`src/rtl/cfg_bank_pkg.sv`:
```
package cfg_bank_pkg;
  localparam int AW     = 8;
  localparam int DW     = 8;
  localparam int NUM_RW = 8;

  typedef enum logic [1:0] {GRP_NONE, GRP_PLL, GRP_DLY} grp_e;

  localparam logic [AW-1:0] ADDR_CMD  = 8'h08;
  localparam logic [AW-1:0] ADDR_VER  = 8'h10;
  localparam logic [AW-1:0] ADDR_REV  = 8'h11;
  localparam logic [AW-1:0] ADDR_LOCK = 8'h12;

  localparam logic [3:0] CODE_PLL = 4'h5;
  localparam logic [3:0] CODE_DLY = 4'hA;

  function automatic logic [DW-1:0] rw_rst(input int i);
    case (i)
      0:       return 8'h41;
      2:       return 8'hFF;
      3:       return 8'h0F;
      4:       return 8'h80;
      5:       return 8'h03;
      6:       return 8'h1F;
      default: return 8'h00;
    endcase
  endfunction

  function automatic logic [DW-1:0] rw_mask(input int i);
    case (i)
      1:       return 8'h37;
      3:       return 8'h0F;
      4:       return 8'hBF;
      5:       return 8'h03;
      7:       return 8'h7F;
      default: return 8'hFF;
    endcase
  endfunction

  function automatic grp_e rw_grp(input int i);
    case (i)
      1, 2, 3: return GRP_PLL;
      5:       return GRP_DLY;
      default: return GRP_NONE;
    endcase
  endfunction
endpackage

```
`src/rtl/cfg_dbuf_reg.sv`:
```
module cfg_dbuf_reg #(
  parameter int          W    = 8,
  parameter logic [W-1:0] RST  = '0,
  parameter logic [W-1:0] MASK = '1,
  parameter bit          DBUF = 1'b0
) (
  input  logic         clk_i,
  input  logic         rst_ni,
  input  logic         we_i,
  input  logic [W-1:0] wdata_i,
  input  logic         commit_i,
  output logic [W-1:0] shadow_o,
  output logic [W-1:0] work_o
);
  logic [W-1:0] shadow_q;

  always_ff @(posedge clk_i or negedge rst_ni) begin
    if (!rst_ni)   shadow_q <= RST;
    else if (we_i) shadow_q <= wdata_i & MASK;
  end

  assign shadow_o = shadow_q;

  generate
    if (DBUF) begin : g_dbuf
      logic [W-1:0] work_q;
      always_ff @(posedge clk_i or negedge rst_ni) begin
        if (!rst_ni)       work_q <= RST;
        else if (commit_i) work_q <= shadow_q;
      end
      assign work_o = work_q;

      p_hold_r2: assert property (@(posedge clk_i) disable iff (!rst_ni)
        !commit_i |=> $stable(work_o));
      p_commit_r3: assert property (@(posedge clk_i) disable iff (!rst_ni)
        commit_i |=> work_o == $past(shadow_o));
    end else begin : g_direct
      assign work_o = shadow_q;
    end
  endgenerate

  p_rsvd_r7: assert property (@(posedge clk_i) disable iff (!rst_ni)
    we_i |=> (shadow_o & ~MASK) == '0);
endmodule

```
`src/rtl/cfg_cmd_decode.sv`:
```
module cfg_cmd_decode
  import cfg_bank_pkg::*;
(
  input  logic          clk_i,
  input  logic          rst_ni,
  input  logic          we_i,
  input  logic [AW-1:0] addr_i,
  input  logic [DW-1:0] wdata_i,
  output logic          pll_go_o,
  output logic          dly_go_o,
  output logic          pll_rst_o,
  output logic          dly_rst_o
);
  logic cmd_wr;
  assign cmd_wr   = we_i && (addr_i == ADDR_CMD);
  assign pll_go_o = cmd_wr && (wdata_i[7:4] == CODE_PLL);
  assign dly_go_o = cmd_wr && (wdata_i[3:0] == CODE_DLY);

  always_ff @(posedge clk_i or negedge rst_ni) begin
    if (!rst_ni) begin
      pll_rst_o <= 1'b0;
      dly_rst_o <= 1'b0;
    end else begin
      pll_rst_o <= pll_go_o;
      dly_rst_o <= dly_go_o;
    end
  end

  p_pll_pulse_r3: assert property (@(posedge clk_i) disable iff (!rst_ni)
    pll_rst_o |=> !pll_rst_o);
  p_dly_pulse_r4: assert property (@(posedge clk_i) disable iff (!rst_ni)
    dly_rst_o |=> !dly_rst_o);
  p_pll_cause_r5: assert property (@(posedge clk_i) disable iff (!rst_ni)
    !(we_i && addr_i == ADDR_CMD) |=> !pll_rst_o && !dly_rst_o);
endmodule

```
`src/rtl/cfg_read_mux.sv`:
```
module cfg_read_mux
  import cfg_bank_pkg::*;
#(
  parameter logic [DW-1:0] VER_ID = 8'h17,
  parameter logic [DW-1:0] REV_ID = 8'h02
) (
  input  logic                     clk_i,
  input  logic                     rst_ni,
  input  logic                     re_i,
  input  logic [AW-1:0]            addr_i,
  input  logic [NUM_RW-1:0][DW-1:0] shadow_i,
  input  logic                     pll_lock_i,
  input  logic                     dly_lock_i,
  output logic [DW-1:0]            rdata_o
);
  logic [DW-1:0] rd_mux;

  always_comb begin
    rd_mux = '0;
    if (addr_i < AW'(NUM_RW)) rd_mux = shadow_i[addr_i[$clog2(NUM_RW)-1:0]];
    else if (addr_i == ADDR_VER)  rd_mux = VER_ID;
    else if (addr_i == ADDR_REV)  rd_mux = REV_ID;
    else if (addr_i == ADDR_LOCK) rd_mux = {6'b0, pll_lock_i, dly_lock_i};
  end

  always_ff @(posedge clk_i or negedge rst_ni) begin
    if (!rst_ni)   rdata_o <= '0;
    else if (re_i) rdata_o <= rd_mux;
  end

  p_rd_hold_r11: assert property (@(posedge clk_i) disable iff (!rst_ni)
    !re_i |=> $stable(rdata_o));
  p_lock_rd_r8: assert property (@(posedge clk_i) disable iff (!rst_ni)
    (re_i && addr_i == ADDR_LOCK) |=> rdata_o == {6'b0, $past(pll_lock_i), $past(dly_lock_i)});
  p_cmd_rd_r10: assert property (@(posedge clk_i) disable iff (!rst_ni)
    (re_i && addr_i == ADDR_CMD) |=> rdata_o == '0);
endmodule

```
`src/rtl/cfg_bank.sv`:
```
module cfg_bank
  import cfg_bank_pkg::*;
#(
  parameter logic [7:0] VER_ID = 8'h17,
  parameter logic [7:0] REV_ID = 8'h02
) (
  input  logic        clk_i,
  input  logic        rst_ni,
  input  logic [7:0]  addr_i,
  input  logic [7:0]  wdata_i,
  input  logic        we_i,
  input  logic        re_i,
  output logic [7:0]  rdata_o,
  input  logic        pll_lock_i,
  input  logic        dly_lock_i,
  output logic [7:0]  ctrl_o,
  output logic [2:0]  pd_gain_o,
  output logic [1:0]  post_div_o,
  output logic [11:0] fb_div_o,
  output logic [5:0]  phase_ofs_o,
  output logic        filt_int_o,
  output logic [1:0]  dly_res_o,
  output logic [4:0]  out_en_o,
  output logic        clk_sel_o,
  output logic [1:0]  out_scale_o,
  output logic [6:0]  osc_div_o,
  output logic        pll_rst_o,
  output logic        dly_rst_o
);
  logic [NUM_RW-1:0][DW-1:0] shadow, work;
  logic pll_go, dly_go;

  cfg_cmd_decode i_cmd (
    .clk_i, .rst_ni, .we_i, .addr_i, .wdata_i,
    .pll_go_o (pll_go),
    .dly_go_o (dly_go),
    .pll_rst_o,
    .dly_rst_o
  );

  for (genvar i = 0; i < NUM_RW; i++) begin : g_reg
    localparam grp_e GRP = rw_grp(i);
    logic slot_we, slot_commit;
    assign slot_we     = we_i && (addr_i == AW'(i));
    assign slot_commit = (GRP == GRP_PLL) ? pll_go :
                         (GRP == GRP_DLY) ? dly_go : 1'b0;
    cfg_dbuf_reg #(
      .W    (DW),
      .RST  (rw_rst(i)),
      .MASK (rw_mask(i)),
      .DBUF (GRP != GRP_NONE)
    ) i_reg (
      .clk_i, .rst_ni,
      .we_i     (slot_we),
      .wdata_i,
      .commit_i (slot_commit),
      .shadow_o (shadow[i]),
      .work_o   (work[i])
    );
  end

  cfg_read_mux #(.VER_ID(VER_ID), .REV_ID(REV_ID)) i_rd (
    .clk_i, .rst_ni, .re_i, .addr_i,
    .shadow_i (shadow),
    .pll_lock_i, .dly_lock_i,
    .rdata_o
  );

  assign ctrl_o      = work[0];
  assign pd_gain_o   = work[1][2:0];
  assign post_div_o  = work[1][5:4];
  assign fb_div_o    = {work[3][3:0], work[2]};
  assign phase_ofs_o = work[4][5:0];
  assign filt_int_o  = work[4][7];
  assign dly_res_o   = work[5][1:0];
  assign out_en_o    = work[6][4:0];
  assign clk_sel_o   = work[6][5];
  assign out_scale_o = work[6][7:6];
  assign osc_div_o   = work[7][6:0];

  p_fb_commit_r12: assert property (@(posedge clk_i) disable iff (!rst_ni)
    !pll_go |=> $stable(fb_div_o));
  p_ctrl_direct_r6: assert property (@(posedge clk_i) disable iff (!rst_ni)
    (we_i && addr_i == 8'h00) |=> ctrl_o == $past(wdata_i));
endmodule

```
`config.mk`:
```
export PLATFORM = sky130hd
export DESIGN_NAME = cfg_bank
export DESIGN_NICKNAME = d
export VERILOG_FILES = /design/src/rtl/cfg_bank_pkg.sv /design/src/rtl/cfg_dbuf_reg.sv /design/src/rtl/cfg_cmd_decode.sv /design/src/rtl/cfg_read_mux.sv /design/src/rtl/cfg_bank.sv
export SDC_FILE = /design/constraint.sdc
export NUM_CORES = 1
export LEC_CHECK = 0
export ABC_CLOCK_PERIOD_IN_PS = 1210
export BUFFER_PORTS_ARGS = -buffer_cell sky130_fd_sc_hd__buf_2
export CORE_ASPECT_RATIO = 1.75
export CORE_MARGIN = 8
export CORE_UTILIZATION = 45
export DETAILED_ROUTE_END_ITERATION = 10
export PLACE_DENSITY = 0.71
export RECOVER_POWER = 25
export SLEW_MARGIN = 20
export SYNTH_ARGS = -nofsm -noshare
export SYNTH_HDL_FRONTEND = slang
export SYNTH_SLANG_ARGS = --single-unit
```
`constraint.sdc`:
```
create_clock -name clk_i -period 1.21 [get_ports clk_i]
set_input_delay 0.242 -clock clk_i [delete_from_list [all_inputs] [get_ports clk_i]]
set_output_delay 0.242 -clock clk_i [all_outputs]
set_load 0.05 [all_outputs]
```
==> impl_metrics.toml, run 1 <==
[sta]
max_slew_margin_pct = 53.1
setup_viol = 104
skew_ns = 0.00646
fin_crit_ns = 1.84
finalHoldViolCount = 0
rsz0062_at_grt = "true"
max_freq_ghz = 0.543
worst_pin_slew_ns = 0.703
finalCritPeriodShare_pct = 152
setup_ws_ns = -0.630
fin_setup_tns_ns = -40.47
slew_violations = 0

[synthesis]
yosysWarnings = 0
synthFlopType = "dfrtp_1"
avgSynthCellArea_um2 = 14.2
synth_top_area_share_pct = 29.7
synth-edff-count = 0
synth_top_area_cell = "dfrtp_1"
synth_seq_area_share_pct = 56.5
synth_area_um2 = 3530
ys_ff_latch = 78
synth_area_leaders = "dfrtp_1 (30%), dfstp_2 (27%), mux2_2 (20%)"
async_flop_share_pct = 100
synth.distinct_cells = 42
synthCells = 249
syn_nets = 271

[placed_design]
place_inst = 470
io_buffer_count = 80
place_hpwl_um = 7290
place.gp.congestion = 0.881

[global_routing]
grt_pass1_wl_um = 16300
grt.total_usage_pct = 18.4
grt_util_met1_pct = 18.9
use_met2_pct = 32.5
grt.busiest_layer = "met2"
gr-total-overflow = 0
antenna_found_initial = 0
grt_max_degree = 79
grt_util_met3_pct = 4.40
grt_pass1_vias = 3087

[floorplan]
dieArea_um2 = 11100
fp.coreArea_um2 = 7800
start_util_pct = 45.3
die_y_um = 133
pin_count = 81
fp-row-count = 43
die_w_um = 83.0

[worst_setup_path]
crit_start = "addr_i[5]"
r2r-start = "g_reg[4].i_reg.shadow_o[0]$_DFFE_PN0P_"
cp-endpoint = "g_reg[1].i_reg.work_o[0]$_DFFE_PN0P_"
start_kind = "input port"
critPathMaxFanout = 9
crit_required_ns = 1.43
rrSetupSlack_ns = -0.09
ff2ff_path_depth = 3
arrival_ns = 2.06
crit_type = "input port to flop"
rr_endpoint = "i_rd.rdata_o[0]$_DFFE_PN0P_"
cp-end-kind = "flop"

[finish]
post-route-util_pct = 70.5
n_antenna_cell = 0
register_area_um2 = 2000
final_cells = 503
drive_gt1_share_pct = 76.3
nFillCells = 518
syn_to_final_growth_pct = 55.6
multi_input_area_um2 = 1630
fin_nets = 430

[routing]
drt_wl_total_um = 10300
vias_per_cell = 5.50
ant_nets = 0
dr.pass1.iters = 5
avgRoutedWirePerCell_um = 20.6
drtIter0Drc = 187
drcViolationCount = 0
route.vias.total = 2764

[power_and_ir_drop]
power_w = 0.00629
power_leakage_nw = 2.71
p_per_area_nw_per_um2 = 1140
ir_drop_v = 0.000962

[flow_run]
cap_viol_max_count = 0

[clock_tree]
cts_tree = "built"
cts_sinks = 78
cts-buffers-inserted = 9
cts_buffer_depth = 2
cts_root_buffer = "clkbuf_16"
htree_levels = 3
clkTransAtPathRegs_ns = 0.06
insertion_delay_ns = 0.34

[status]
outcome = "finished with violations"
violations = "setup timing"

[min_path]
min_path_type = "input port to flop"
## kinds of logic after synthesis
logic type	count (synthesis)	synth area share (%)
compound gates	26	5.59
buf+inv	19	2.73
flops	78	56.5
mux	85	28.8
simple gates	41	6.37
## worst min-delay path by stage
stage	startpoint	endpoint	depth (start not counted)	slack, ns
final	re_i	i_rd.rdata_o[3]$_DFFE_PN0P_	2	0.25
after CTS	re_i	i_rd.rdata_o[3]$_DFFE_PN0P_	2	0.24
after detailed placement	rst_ni	g_reg[0].i_reg.shadow_o[5]$_DFFE_PN0P_	2	0.29
after global routing	wdata_i[5]	i_cmd.pll_rst_o$_DFF_PN0_	3	0.27
after global placement	rst_ni	g_reg[0].i_reg.shadow_o[4]$_DFFE_PN0P_	2	0.29
after floorplan	rst_ni	g_reg[0].i_reg.shadow_o[1]$_DFFE_PN0P_	0	-0.05
## cell type report
class / instances / share of cell area (%)
sequential: 78 / 36.4
multi-input combinational: 152 / 29.6
timing repair buffer: 158 / 26.1
clock buffer: 15 / 4.69
tap: 90 / 2.05
inverter: 9 / 0.614
clock inverter: 1 / 0.546
## sequential cells by signal, indices dropped and copies added (netlist names)
name,flops
i_cmd.dly_rst_o,1
i_rd.rdata_o,8
i_cmd.pll_rst_o,1
g.i_reg.shadow_o,49
g.i_reg.work_o,19
## synth_stat cells, drive strengths merged (3+ instances only)
master / n
mux2: 74
dfrtp: 42
dfstp: 36
nor2: 10
nand2: 9
inv: 8
mux2i: 8
a21oi: 5
buf: 5
clkbuf: 5
nand3: 5
a221oi: 4
or3: 4
mux4: 3
nor3: 3
o32ai: 3
## repair_timing
action / CTS / global route
gates resized for setup: 139 / 25
endpoints found under the hold margin: 42 / 0
buffers inserted: 5 / 10
pin swaps: 4 / 7
hold buffers: 1 / 0
setup endpoints to repair: 125 / 111
gates cloned: 0 / 1
## per-layer routing
metal,vias to the layer above,routed length [µm]
li1,1235,-
met1,1425,3760
met2,81,5770
met3,23,451
met4,0,366
met5,-,0
## cell usage in the layout, fill, tap and decap left out, drive strengths merged, types with 2 or more instances in the layout
master and n:
a311oi 2, o211ai 2, o21ai 2, inv 8, dfstp 36, buf 150, nor2 10, dfrtp 42
nor4 2, mux4 3, clkbuf 22, a21oi 5, nor3 3, nand3 5, a221oi 4, mux2 74
o32ai 3, mux2i 8, or4bb 2, or3 4, nand2 9
## power breakdown
group / switching [W] / internal, W / total (W)
clock: 0.000952 / 0.00166 / 0.00261
combinational: 0.000505 / 0.000368 / 0.000873
sequential: 0.0000744 / 0.00273 / 0.00280
## worst max-delay path: stages
cell and delay (ns):
buf_6 0.09, or4_4 0.53, or3_4 0.35, or3_4 0.38
buf_12 0.17, mux2_4 0.29
## per-stage QoR
step / worst slack [ns] / instance area, µm² / hold WS (ns)
5_1_grt: -0.658 / 5500 / 0.269
2_1_floorplan: -0.965 / 3580 / -0.0536
4_1_cts: -0.638 / 5320 / 0.241
6_report: -0.630 / 5500 / 0.253
3_3_place_gp: -1.01 / 4490 / 0.293
3_5_place_dp: -1.02 / 4490 / 0.293
Power figures use the tool's default switching activity.
==> run 2, diff against run 1 <==
ABC_AREA = 1   (was unset)
==> impl_metrics.toml, run 2 <==
[status]
outcome = "finished with violations"
violations = "setup timing"

[synthesis]
synth_seq_area_share_pct = 54.5
ys_ff_latch = 78
synthFlopType = "dfrtp_1"
avgSynthCellArea_um2 = 8.00
synth_area_leaders = "dfrtp_1 (29%), dfstp_2 (26%), nand2_1 (22%)"
synth_most_common_cell = "nand2_1"
synth_top_area_share_pct = 28.7
synth_area_um2 = 3660
synth-edff-count = 0
yosysWarnings = 0
synth.distinct_cells = 22
async_flop_share_pct = 100
synthCells = 458
syn_nets = 480
synthTopCellsByCount = "nand2_1 (215), dfrtp_1 (42), dfstp_2 (36)"
synth_top_area_cell = "dfrtp_1"

[worst_setup_path]
arrival_ns = 1.07
crit_type = "flop to output pin"
crit_family = "flip-flops"
path_buf_inv = 1
path_cells = "buf_8"
crit_required_ns = 0.97
worst_path_largest_cell_delay_ns = 0.57
cp_slowest_cell = "dfstp_2"
start_kind = "flop"
cp-end-kind = "output pin"
critPathMaxFanout = 3

[routing]
vias_per_cell = 5.28
drcViolationCount = 0
dr.pass1.iters = 4
drt_wl_total_um = 12800
avgRoutedWirePerCell_um = 17.8
ant_nets = 0
drtIter0Drc = 220
route.vias.total = 3809

[sta]
max_slew_margin_pct = 64.0
fin_setup_tns_ns = -1.52
finalCritPeriodShare_pct = 108
slew_violations = 0
rsz0062_at_grt = "true"
finalHoldViolCount = 0
setup_ws_ns = -0.101
worst_pin_slew_ns = 0.541
max_freq_ghz = 0.763
setup_viol = 24
fin_crit_ns = 1.31
skew_ns = 0.00667

[floorplan]
start_util_pct = 46.3
dieArea_um2 = 11400
fp.coreArea_um2 = 7910
die_w_um = 84.2
die_y_um = 135
pin_count = 81
fp-row-count = 43

[finish]
syn_to_final_growth_pct = 52.9
fin_nets = 649
stdcell_area_um2 = 5600
n_antenna_cell = 0
nFillCells = 620
final_common_cell = "nand2_1"
post-route-util_pct = 70.8
final_cell_mix = "nand2_1 (207), buf_4 (90), dfrtp_1 (41)"
largest_reg_flops = 49
drive_gt1_share_pct = 42.4

[clock_tree]
insertion_delay_ns = 0.34
htree_levels = 3
cts_sinks = 78
cts-buffers-inserted = 9
cts_buffer_depth = 2
clkTransAtPathRegs_ns = 0.06
cts_tree = "built"
cts_root_buffer = "clkbuf_16"

[global_routing]
gr-total-overflow = 0
antenna_found_initial = 0
grt.total_usage_pct = 22.5
grt_pass1_vias = 3967
grt_max_degree = 40
grt_pass1_wl_um = 20100

[placed_design]
place_hpwl_um = 9510
place.gp.congestion = 0.994
io_buffer_count = 80
placed_area_um2 = 4730

[power_and_ir_drop]
power_leakage_nw = 2.89
ir_drop_v = 0.000884
p_per_area_nw_per_um2 = 1160

[min_path]
min_path_type = "input port to asynchronous set/reset pin"

[flow_run]
cap_viol_max_count = 0
[run 2: changes by cell type after synthesis, sizes merged, moves of 14 or more]
cell	before	now
o21ai	2	36
nor2	10	24
nand4	0	22
nand2	9	215
mux2	74	0
inv	8	32
nand3	5	25
[run 2: cell families after synthesis]
kind of cell	Yosys count	synth area share, %
buf+inv	45	4.98
compound gates	43	5.87
flops	78	54.5
simple gates	292	34.7
[run 2: report_power, final]
| group | internal, W | leakage [nW] | switching, W | total [W] |
|---|---|---|---|---|
| combinational | 0.000377 | 1.80 | 0.000622 | 0.000999 |
| clock | 0.00159 | 0.143 | 0.00107 | 0.00266 |
| sequential | 0.00274 | 0.947 | 0.0000934 | 0.00283 |
[run 2: timing repair]
action	4_1_cts	5_1_grt
resized for setup	108	39
setup buffers	12	4
endpoints found under the setup margin	59	73
hold buffers	1	0
cloned	0	1
endpoints found under the hold margin	42	0
pin swaps	13	15
[run 2: routing by layer]
| layer | track usage (%) | wire, µm | part of all wire (%) |
|---|---|---|---|
| met4 | 12.9 | 547 | 4.3 |
| met5 | 0 | 0 | 0 |
| met2 | 42.2 | 7150 | 56 |
| met1 | 22.0 | 4510 | 35 |
| met3 | 4.46 | 625 | 4.9 |
[run 2: cell type report]
cell class / count / area, µm² / share of cell area [%]
Clock buffer: 10 / 229 / 4.09
Clock inverter: 6 / 61.3 / 1.09
Sequential cell: 78 / 2000 / 35.7
Tap cell: 90 / 113 / 2.01
Inverter: 32 / 120 / 2.14
Multi-Input combinational cell: 336 / 1590 / 28.4
Timing Repair Buffer: 170 / 1490 / 26.6
[run 2: worst paths after layout]
check / cells past startpoint / from / endpoint / slack (ns)
max: 1 / g_reg[6].i_reg.shadow_o[1]$_DFFE_PN1P_ / out_en_o[1] / -0.10
min reg2reg: 2 / g_reg[5].i_reg.work_o[0]$_DFFE_PN1P_ / g_reg[5].i_reg.work_o[0]$_DFFE_PN1P_ / 0.47
max in group asynchronous: 3 / rst_ni / g_reg[2].i_reg.shadow_o[3]$_DFFE_PN1P_ / 0.21
max reg2reg: 7 / g_reg[6].i_reg.shadow_o[2]$_DFFE_PN1P_ / i_rd.rdata_o[2]$_DFFE_PN0P_ / -0.05
min in group clk_i: 4 / wdata_i[6] / g_reg[7].i_reg.shadow_o[6]$_DFFE_PN0P_ / 0.22
min: 2 / rst_ni / i_cmd.pll_rst_o$_DFF_PN0_ / 0.22
[run 2: worst register-to-register path, cell delays in order, from the launching register on]
cell and delay [ns]:
dfstp_2 0.55, buf_4 0.12, nand3_1 0.07, nand2_1 0.08, nor2_1 0.05, nor2_1 0.10, nand2_1 0.08, a21oi_2 0.13
[run 2: stage by stage]
| stage | power (W) | instances | setup WS, ns | hold WS (ns) |
|---|---|---|---|---|
| after detailed placement | 0.00373 | 688 | -0.399 | 0.0479 |
| after CTS | 0.00650 | 717 | -0.100 | 0.213 |
| after floorplan | 0.00329 | 458 | -0.0285 | -0.0536 |
| after global routing | 0.00670 | 722 | -0.128 | 0.234 |
| after global placement | 0.00372 | 688 | -0.340 | 0.0471 |
| final | 0.00650 | 722 | -0.101 | 0.217 |
==> run 3, diff against run 2 <==
CORE_UTILIZATION = 49   (was 45)
PLACE_DENSITY = 0.76   (was 0.71)
==> impl_metrics.toml, run 3 (synthesis results as in run 2) <==
[sta]
finalCritPeriodShare_pct = 109
worst_pin_slew_ns = 0.501
slew_violations = 0
skew_ns = 0.00745
hold-worst-slack_ns = 0.227
setup_ws_ns = -0.111
max_slew_margin_pct = 66.6
finalHoldViolCount = 0
fin_crit_ns = 1.32
fin_setup_tns_ns = -1.57
max_freq_ghz = 0.757
rsz0062_at_grt = "true"
setup_viol = 24

[worst_setup_path]
crit_family = "flip-flops"
worst_path_largest_cell_delay_ns = 0.58
path_cells = "buf_8"
path_buf_inv = 1
cp-end-kind = "output pin"
rr_endpoint = "i_rd.rdata_o[2]$_DFFE_PN0P_"
arrival_ns = 1.08
start_kind = "flop"
crit_type = "flop to output pin"
ff2ff_path_depth = 7
cp_slowest_cell = "dfstp_2"
r2r-start = "g_reg[6].i_reg.shadow_o[2]$_DFFE_PN1P_"
rrSetupSlack_ns = -0.06
crit_required_ns = 0.97
critPathMaxFanout = 3

[floorplan]
fp.coreArea_um2 = 7410
fp-row-count = 42
start_util_pct = 49.5
die_w_um = 81.4
die_y_um = 130
pin_count = 81
dieArea_um2 = 10600

[finish]
syn_to_final_growth_pct = 51.4
largest_reg_flops = 49
fin_nets = 642
post-route-util_pct = 74.9
drive_gt1_share_pct = 40.5
final_cells = 713
n_antenna_cell = 0
final_common_cell = "nand2_1"
stdcell_area_um2 = 5550
final_cell_mix = "nand2_1 (211), buf_4 (86), dfrtp_1 (41)"

[power_and_ir_drop]
power.switching_w = 0.00177
p_sw_share_pct = 27.0
pwr-share-clk_pct = 41.5
sequentialPowerShare_pct = 43.4
ir_drop_v = 0.000972
intPower_w = 0.00478
power_leakage_nw = 2.86
p_per_area_nw_per_um2 = 1180
power_frac_comb_pct = 15.2

[routing]
drt_wl_total_um = 12900
drtIter0Drc = 199
avgRoutedWirePerCell_um = 18.1
route.vias.total = 3790
dr.pass1.iters = 6
vias_per_cell = 5.32
ant_nets = 0
drcViolationCount = 0

[global_routing]
gr-total-overflow = 0
grt_max_degree = 47
antenna_found_initial = 0
grt_pass1_vias = 3860
grt.total_usage_pct = 25.2
grt_pass1_wl_um = 19700

[min_path]
holdCritStartpoint = "wdata_i[3]"
hold_end = "g_reg[2].i_reg.shadow_o[3]$_DFFE_PN1P_"
min_path_type = "input port to flop"
worstHoldPathCells = 3

[clock_tree]
cts_sinks = 78
clkTransAtPathRegs_ns = 0.06
insertion_delay_ns = 0.34
htree_levels = 3
cts_buffer_depth = 2
cts_tree = "built"
cts_root_buffer = "clkbuf_16"
cts-buffers-inserted = 9

[placed_design]
placed_area_um2 = 4700
place_hpwl_um = 9800
place_inst = 681
place.gp.congestion = 1.05
io_buffer_count = 80

[flow_run]
cap_viol_max_count = 0

[status]
outcome = "finished with violations"
violations = "setup timing"
-- run 3: cell count changes in the layout (fill, tap and decap cells not counted), moves of 2 or more --
cell      previous run  this run
nand2_1            207       211
nor2_4               2         4
clkbuf_4            10         8
nand2_2              8         4
buf_6               19        16
nor2_2               4         2
buf_4               90        86
clkinv_2             3         0
o21ai_2              3         1
-- run 3: worst max-delay path by stage --
stage	from	to	slack (ns)	cells after the start
global placement	addr_i[7]	g_reg[6].i_reg.shadow_o[6]$_DFFE_PN0P_	-0.27	8
global route	g_reg[4].i_reg.shadow_o[7]$_DFFE_PN1P_	filt_int_o	-0.12	1
floorplan	wdata_i[7]	g_reg[1].i_reg.work_o[0]$_DFFE_PN0P_	-0.03	5
finish	g_reg[6].i_reg.shadow_o[3]$_DFFE_PN1P_	out_en_o[3]	-0.11	1
CTS	g_reg[4].i_reg.shadow_o[7]$_DFFE_PN1P_	filt_int_o	-0.11	1
detailed placement	addr_i[7]	g_reg[6].i_reg.shadow_o[6]$_DFFE_PN0P_	-0.31	8
-- run 3: power groups by stage --
| stage | logic (W) | clock network [W] | registers [W] |
|---|---|---|---|
| floorplan | 0.000237 | 0 | 0.00305 |
| global route | 0.00106 | 0.00286 | 0.00285 |
| detailed placement | 0.000871 | 0 | 0.00287 |
| CTS | 0.000956 | 0.00276 | 0.00284 |
| finish | 0.000993 | 0.00272 | 0.00284 |
| global placement | 0.000862 | 0 | 0.00287 |
-- run 3: timing repair --
| item | CTS | global route |
|---|---|---|
| endpoints found under the hold margin | 2 | 0 |
| setup endpoints to repair | 46 | 91 |
| gates resized for setup | 98 | 40 |
| hold buffers | 1 | 0 |
| pin swaps | 1 | 3 |
| setup buffers | 11 | 4 |
-- run 3: area by class of cell --
cell class / instances / area, µm²
sequential: 78 / 2000
fill: 544 / 1860
multi-input combinational: 335 / 1570
timing repair buffer: 164 / 1450
clock buffer: 12 / 246
inverter: 32 / 120
tap: 88 / 110
clock inverter: 4 / 55.1
-- run 3: metrics by stage --
stage          total power [W]  setup slack (ns)
3_3_place_gp           0.00373            -0.271
4_1_cts                0.00655            -0.112
6_report               0.00655            -0.111
3_5_place_dp           0.00374            -0.308
2_1_floorplan          0.00329           -0.0285
5_1_grt                0.00676            -0.118
-- run 3: layer usage --
layer,vias to the layer above,share of wire (%),track usage [%]
li1,1800,-,-
met1,1784,34,24.5
met2,148,54,43.6
met3,58,5.0,5.27
met4,0,7.6,21.4
met5,-,0,0
